==> config.mk <==
export PLATFORM = sky130hd
export DESIGN_NAME = gpio_port_ovr
export DESIGN_NICKNAME = d
export VERILOG_FILES = /design/src/rtl/gpio_pkg.sv /design/src/rtl/gpio_sync.sv /design/src/rtl/gpio_dir_arb.sv /design/src/rtl/gpio_regs.sv /design/src/rtl/gpio_port_ovr.sv
export SDC_FILE = /design/constraint.sdc
export NUM_CORES = 1
export LEC_CHECK = 0
export BUFFER_PORTS_ARGS = -buffer_cell sky130_fd_sc_hd__buf_2
export CAP_MARGIN = 30
export CORE_MARGIN = 2
export CORE_UTILIZATION = 47
export CTS_BUF_LIST = sky130_fd_sc_hd__clkbuf_4
export DETAILED_ROUTE_END_ITERATION = 7
export GPL_TIMING_DRIVEN = 0
export PLACE_DENSITY_LB_ADDON = 0.1
export SKIP_LAST_GASP = 1
export SYNTH_ARGS = -nofsm -noshare
export SYNTH_HDL_FRONTEND = slang
export SYNTH_SLANG_ARGS = --single-unit
==> constraint.sdc <==
create_clock -name clk -period 1.14 [get_ports clk]
set_input_delay 0 -clock clk [delete_from_list [all_inputs] [get_ports clk]]
set_output_delay 0 -clock clk [all_outputs]
set_load 0.02 [all_outputs]
==> src/rtl/gpio_pkg.sv <==
package gpio_pkg;
  localparam int REG_DATA  = 0;
  localparam int REG_DIR   = 1;
  localparam int REG_DRIVE = 2;
  localparam int REG_INPUT = 3;

  // Priority resolution for one pin: serial A, serial B, routed, software.
  function automatic logic pin_dir(
    input logic sw_bit,
    input logic a_claim, input logic a_out,
    input logic b_claim, input logic b_out,
    input logic r_claim, input logic r_bit);
    logic d;
    if (a_claim)      d = a_out;
    else if (b_claim) d = b_out;
    else if (r_claim) d = r_bit;
    else              d = sw_bit;
    return d;
  endfunction

  // Data-register readback: the latch for output pins, the pin level for input pins.
  function automatic logic readback_bit(input logic latch, input logic lvl, input logic dir);
    return dir ? latch : lvl;
  endfunction
endpackage

==> src/rtl/gpio_sync.sv <==
module gpio_sync #(
  parameter int PW     = 8,
  parameter int STAGES = 2
) (
  input  logic          clk,
  input  logic          rst_n,
  input  logic [PW-1:0] d,
  output logic [PW-1:0] q
);
  logic [PW-1:0] stg [STAGES];

  generate
    for (genvar s = 0; s < STAGES; s++) begin : g_stage
      if (s == 0) begin : g_first
        always_ff @(posedge clk) begin
          if (!rst_n) stg[0] <= '0;
          else        stg[0] <= d;
        end
      end else begin : g_next
        always_ff @(posedge clk) begin
          if (!rst_n) stg[s] <= '0;
          else        stg[s] <= stg[s-1];
        end
      end
    end
  endgenerate

  assign q = stg[STAGES-1];
endmodule

==> src/rtl/gpio_dir_arb.sv <==
module gpio_dir_arb
  import gpio_pkg::*;
#(
  parameter int          PW    = 8,
  parameter logic [PW-1:0] A_IN  = 'h01,
  parameter logic [PW-1:0] A_OUT = 'h02,
  parameter logic [PW-1:0] B_IN  = 'h04,
  parameter logic [PW-1:0] B_OUT = 'h00,
  parameter logic [PW-1:0] R_GRP = 'h1E
) (
  input  logic [PW-1:0] sw_dir,
  input  logic          a_en,
  input  logic          b_en,
  input  logic          r_en,
  input  logic [PW-1:0] r_dir,
  output logic [PW-1:0] eff_dir,
  output logic [PW-1:0] ovr_mask
);
  localparam logic [PW-1:0] A_CLAIM = A_IN | A_OUT;
  localparam logic [PW-1:0] B_CLAIM = B_IN | B_OUT;

  generate
    for (genvar p = 0; p < PW; p++) begin : g_pin
      logic ac, bc, rc;
      assign ac = a_en & A_CLAIM[p];
      assign bc = b_en & B_CLAIM[p];
      assign rc = r_en & R_GRP[p];
      assign eff_dir[p]  = pin_dir(sw_dir[p], ac, A_OUT[p], bc, B_OUT[p], rc, r_dir[p]);
      assign ovr_mask[p] = ac | bc | rc;
    end
  endgenerate
endmodule

==> src/rtl/gpio_regs.sv <==
module gpio_regs
  import gpio_pkg::*;
#(
  parameter int PW = 8,
  parameter int AW = 3
) (
  input  logic          clk,
  input  logic          rst_n,
  input  logic [AW-1:0] addr,
  input  logic          we,
  input  logic [PW-1:0] wdata,
  output logic [PW-1:0] rdata,
  input  logic [PW-1:0] eff_dir,
  input  logic [PW-1:0] sync_in,
  output logic [PW-1:0] latch_q,
  output logic [PW-1:0] dir_q,
  output logic [PW-1:0] drv_q,
  output logic          wr_data,
  output logic          wr_dir,
  output logic          wr_drv
);
  localparam logic [AW-1:0] A_DATA  = AW'(REG_DATA);
  localparam logic [AW-1:0] A_DIR   = AW'(REG_DIR);
  localparam logic [AW-1:0] A_DRIVE = AW'(REG_DRIVE);
  localparam logic [AW-1:0] A_INPUT = AW'(REG_INPUT);

  logic [PW-1:0] data_view;
  logic [PW-1:0] rd_mux;

  assign wr_data = we && (addr == A_DATA);
  assign wr_dir  = we && (addr == A_DIR);
  assign wr_drv  = we && (addr == A_DRIVE);

  always_ff @(posedge clk) begin
    if (!rst_n) begin
      latch_q <= '0;
      dir_q   <= '0;
      drv_q   <= '0;
    end else begin
      if (wr_data) latch_q <= wdata;
      if (wr_dir)  dir_q   <= wdata;
      if (wr_drv)  drv_q   <= wdata;
    end
  end

  generate
    for (genvar p = 0; p < PW; p++) begin : g_view
      assign data_view[p] = readback_bit(latch_q[p], sync_in[p], eff_dir[p]);
    end
  endgenerate

  always_comb begin
    rd_mux = '0;
    case (addr)
      A_DATA:  rd_mux = data_view;
      A_DIR:   rd_mux = dir_q;
      A_DRIVE: rd_mux = drv_q;
      A_INPUT: rd_mux = sync_in;
      default: rd_mux = '0;
    endcase
  end

  always_ff @(posedge clk) begin
    if (!rst_n) rdata <= '0;
    else        rdata <= rd_mux;
  end
endmodule

==> src/rtl/gpio_port_ovr.sv <==
module gpio_port_ovr #(
  parameter int            PW          = 8,
  parameter int            AW          = 3,
  parameter int            SYNC_STAGES = 2,
  parameter logic [PW-1:0] A_IN        = 'h01,
  parameter logic [PW-1:0] A_OUT       = 'h02,
  parameter logic [PW-1:0] B_IN        = 'h04,
  parameter logic [PW-1:0] B_OUT       = 'h00,
  parameter logic [PW-1:0] R_GRP       = 'h1E
) (
  input  logic          clk,
  input  logic          rst_n,
  input  logic [AW-1:0] bus_addr,
  input  logic          bus_we,
  input  logic [PW-1:0] bus_wdata,
  output logic [PW-1:0] bus_rdata,
  input  logic          ser_a_en,
  input  logic          ser_b_en,
  input  logic          rte_en,
  input  logic [PW-1:0] rte_dir,
  input  logic [PW-1:0] pad_in,
  output logic [PW-1:0] pad_out,
  output logic [PW-1:0] pad_oe,
  output logic [PW-1:0] pad_rdrv
);
  logic [PW-1:0] sync_in;
  logic [PW-1:0] eff_dir;
  logic [PW-1:0] ovr_mask;
  logic [PW-1:0] latch_q, dir_q, drv_q;
  logic          wr_data, wr_dir, wr_drv;

  gpio_sync #(.PW(PW), .STAGES(SYNC_STAGES)) u_sync (
    .clk(clk), .rst_n(rst_n), .d(pad_in), .q(sync_in)
  );

  gpio_dir_arb #(
    .PW(PW), .A_IN(A_IN), .A_OUT(A_OUT), .B_IN(B_IN), .B_OUT(B_OUT), .R_GRP(R_GRP)
  ) u_arb (
    .sw_dir(dir_q), .a_en(ser_a_en), .b_en(ser_b_en), .r_en(rte_en),
    .r_dir(rte_dir), .eff_dir(eff_dir), .ovr_mask(ovr_mask)
  );

  gpio_regs #(.PW(PW), .AW(AW)) u_regs (
    .clk(clk), .rst_n(rst_n), .addr(bus_addr), .we(bus_we), .wdata(bus_wdata),
    .rdata(bus_rdata), .eff_dir(eff_dir), .sync_in(sync_in),
    .latch_q(latch_q), .dir_q(dir_q), .drv_q(drv_q),
    .wr_data(wr_data), .wr_dir(wr_dir), .wr_drv(wr_drv)
  );

  assign pad_out  = latch_q;
  assign pad_oe   = eff_dir;
  assign pad_rdrv = drv_q;
endmodule

==> metrics.cfg <==
[yosys]
synthesis.area_per_instance_um2 = 10.5
synth_sequential_area_ratio_pct = 48.9
syn-cell-area_um2 = 1970
yosysTopAreaCellShare_pct = 48.9
edff_count_synth = 0
synthArstFlopShare_pct = 0
parity_gate_share_of_the_synthesized_area_counting_xor_and_xnor_cells_pct = 0
synth_compound_gate_area_share_pct = 9.73
post_synth_main_area_contributors = dfxtp_1 49%, mux2i_1 12%, nor2b_1 5.7%
ys_top_cells_by_count = 48 x dfxtp_1, 23 x mux2i_1, 18 x nor2b_1
synth_seq_cells = 48
synth_fa_ha_area_share_pct = 0
ys.warnings.count = 0
synth_cell_type_count = 28
yosysMostFrequentCell = dfxtp_1
dominant_combinational_cell_family_by_area_after_synthesis = simple AND/OR/NAND/NOR gates
syn_inst = 187
cell_type_contributing_the_most_total_cell_area_after_synthesis = dfxtp_1
synthesis.nets = 220
yosys.area_share.simple_pct = 21.1
post_synthesis_mux_area_share_pct = 16.3
dominantRegCellSynth = dfxtp_1

[cells_and_area]
final_layout_size_suffix_gt1_share_pct = 36.0
antenna_cells_inserted = 0
flow.area_growth_from_synthesis_pct = 36.6
nFillCells = 347
post_layout_nonfiller_instances = 328
final_nets = 311

[drt]
detail_route.drc_violations = 0
drt_iter0_markers = 47
wl_um = 4710
vias = 1621
detail_route.first_pass.iterations = 4
detail-route-antenna-nets = 0
routedWlPerCell_um = 14.4
viasPerCell = 4.94

[clock_network]
cts_tree = done
clk_pin_slew_worst_paths_ns = 0.14
cts_sinks = 48
cts.htree.levels = 2
root_buffer = clkbuf_4
tritoncts.num_buffers = 5
ctsLongestPathBuffers = 2
clock_latency_on_the_worst_skew_pair_ns = 0.36

[timing]
timing.final.hold_violations = 0
finalWorstSetupSlack_ns = -0.174
max_freq_ghz = 0.761
layout_min_cycle_time_ns = 1.31
skew_ns = 0.0148
timing.final.max_slew_violations = 0
timing.final.crit_share_pct = 115
report.final.setup_viol = 2
tightest_slew_ns = 0.612
worst_slew_margin_rel_pct = 59.1
rsz0062_at_grt = true

[global_route]
grt_start_max_net_pins = 14
grt_pass1_vias = 1470
number_of_antenna_violations_at_the_first_check_in_global_routing = 0
global_route_wire_length_before_repair_um = 7090
grt.overflow.total = 0
global_route.usage.total_pct = 21.1

[floorplan]
die_area_um2 = 4720
width_of_the_chip_um = 68.7
core_region_area_um2 = 4000
starting_utilization_of_the_core_area_pct = 49.2
die-height_um = 68.7
floorplan.io_pins = 65
num_rows = 23

[worst_hold_path]
timing.hold.worst_path_depth = 4
holdCritStartpoint = bus_addr[1]
worst_hold_path.endpoint = u_regs.latch_q[7]
min-delay-path-class = primary input to flop

[place]
gp_congestion = 0.757
preCtsSetupSlack_ns = -0.366
dp_cells = 296
number_of_buffers_inserted_by_port_buffering = 59
place.detailed.hpwl_um = 3150

[critical_path]
setup.reg_to_reg.worst_slack_ns = -0.09
cp.arrival_ns = 1.31
rr_startpoint = u_regs.dir_q[1]
timing.critical_path.fanout_max = 3
cp_capture_type = output pin
ff2ff_path_depth = 3
crit-reg2reg-capture = u_regs.rdata[1]
critPathLaunchType = flop
crit_type = flop to output pin
required_ns = 1.14

[power_and_ir_drop]
pwr_density_cell_nw_per_um2 = 1090
cellLeakagePower_nw = 1.13
ir_worst_vdd_mv = 0.733

[run_status]
outcome = finished with violations
failed_checks = setup timing

[job]
maxCapViolations = 0

how the worst max path moves through the flow:
stage / slack [ns] / startpoint / endpoint
final: -0.17 / u_regs.dir_q[1] / pad_oe[1]
after global routing: -0.23 / u_regs.dir_q[1] / pad_oe[1]
after CTS: -0.20 / u_regs.dir_q[1] / pad_oe[1]
after detailed placement: -0.37 / bus_addr[0] / u_regs.latch_q[0]
after global placement: -0.30 / bus_addr[0] / u_regs.latch_q[0]
after floorplan: -0.09 / bus_addr[1] / u_regs.rdata[1]
area by class of cell:
class                   count  area [um2]  area share [%]
repair buffers             84         554            20.6
multi-input cells         124         970            36.1
flip-flops and latches     48         967            36.0
well taps                  50        62.6            2.33
clock inverters             1        5.00           0.186
plain buffers              15        83.8            3.12
clock buffers               6        45.0            1.68
worst max-delay path, stage by stage (launching register included):
cell     delay (ns)
dfxtp_2        0.34
mux2_4         0.27
or2_4          0.23
buf_6          0.13
power breakdown:
part,internal [mW],leakage (nW),total [mW],switching [mW]
clock network,0.252,0.0315,0.753,0.501
logic,0.220,0.701,0.421,0.201
registers,1.73,0.394,1.75,0.0228
total,2.20,1.13,2.93,0.726
sequential cells by signal, summed over array words and instances, names as in the netlist:
name,count
u_sync.stg,16
u_regs.dir_q,8
u_regs.drv_q,8
u_regs.latch_q,8
u_regs.rdata,8
layer usage:
layer  wire (um)  global-route usage, %  share of wire [%]  vias up
li1            -                      -                  -      835
met1        2240                   27.4                 48      739
met5           0                      0                  0        -
met4          71                   7.11                1.5        0
met3         171                   4.87                3.6        8
met2        2230                   34.4                 47       39
placed cells by master, fill, tap and decap left out, types with 4 or more instances in the layout:
cell,netlist,routed
dfxtp_2,0,5
buf_2,4,59
and2_1,16,16
dfxtp_1,48,43
a22oi_1,5,5
clkbuf_4,0,7
mux2i_1,23,22
a21boi_0,8,8
mux2_2,8,5
nor2b_1,18,17
buf_6,1,4
dlygate4sd3_1,0,19
o211ai_1,4,4
nand2_1,16,16
buf_4,3,8
clkbuf_1,6,5
stage by stage:
stage | cell area (um2) | TNS (ns) | power (mW) | utilization [%] | hold WS, ns
3_5_place_dp | 2330 | -6.50 | 2.12 | 58.2 | 0.209
3_3_place_gp | 2330 | -5.89 | 2.12 | 58.2 | 0.205
2_1_floorplan | 1970 | -0.172 | 1.99 | - | 0.0541
4_1_cts | 2640 | -0.339 | 2.93 | 66.0 | 0.0167
6_report | 2690 | -0.260 | 2.93 | 67.2 | 0.0105
5_1_grt | 2690 | -0.370 | 3.06 | 67.2 | 0.00645
cell families (layout without fill, tap and decap cells):
logic type             Yosys count  in the layout
multiplexers                    31             31
AND/OR/NAND/NOR                 67             67
flip-flops                      48             48
buffers and inverters           15            106
AO/OA/AOI/OAI                   26             26
repair_timing:
| action | CTS | global route |
|---|---|---|
| setup endpoints to repair | 6 | 21 |
| gates resized for setup | 12 | 9 |
| buffers inserted | 4 | 1 |
| hold endpoints to repair | 36 | 0 |
| pin swaps | 1 | 2 |
| hold buffers | 20 | 0 |
No activity file was read; power rests on OpenSTA's default activity.
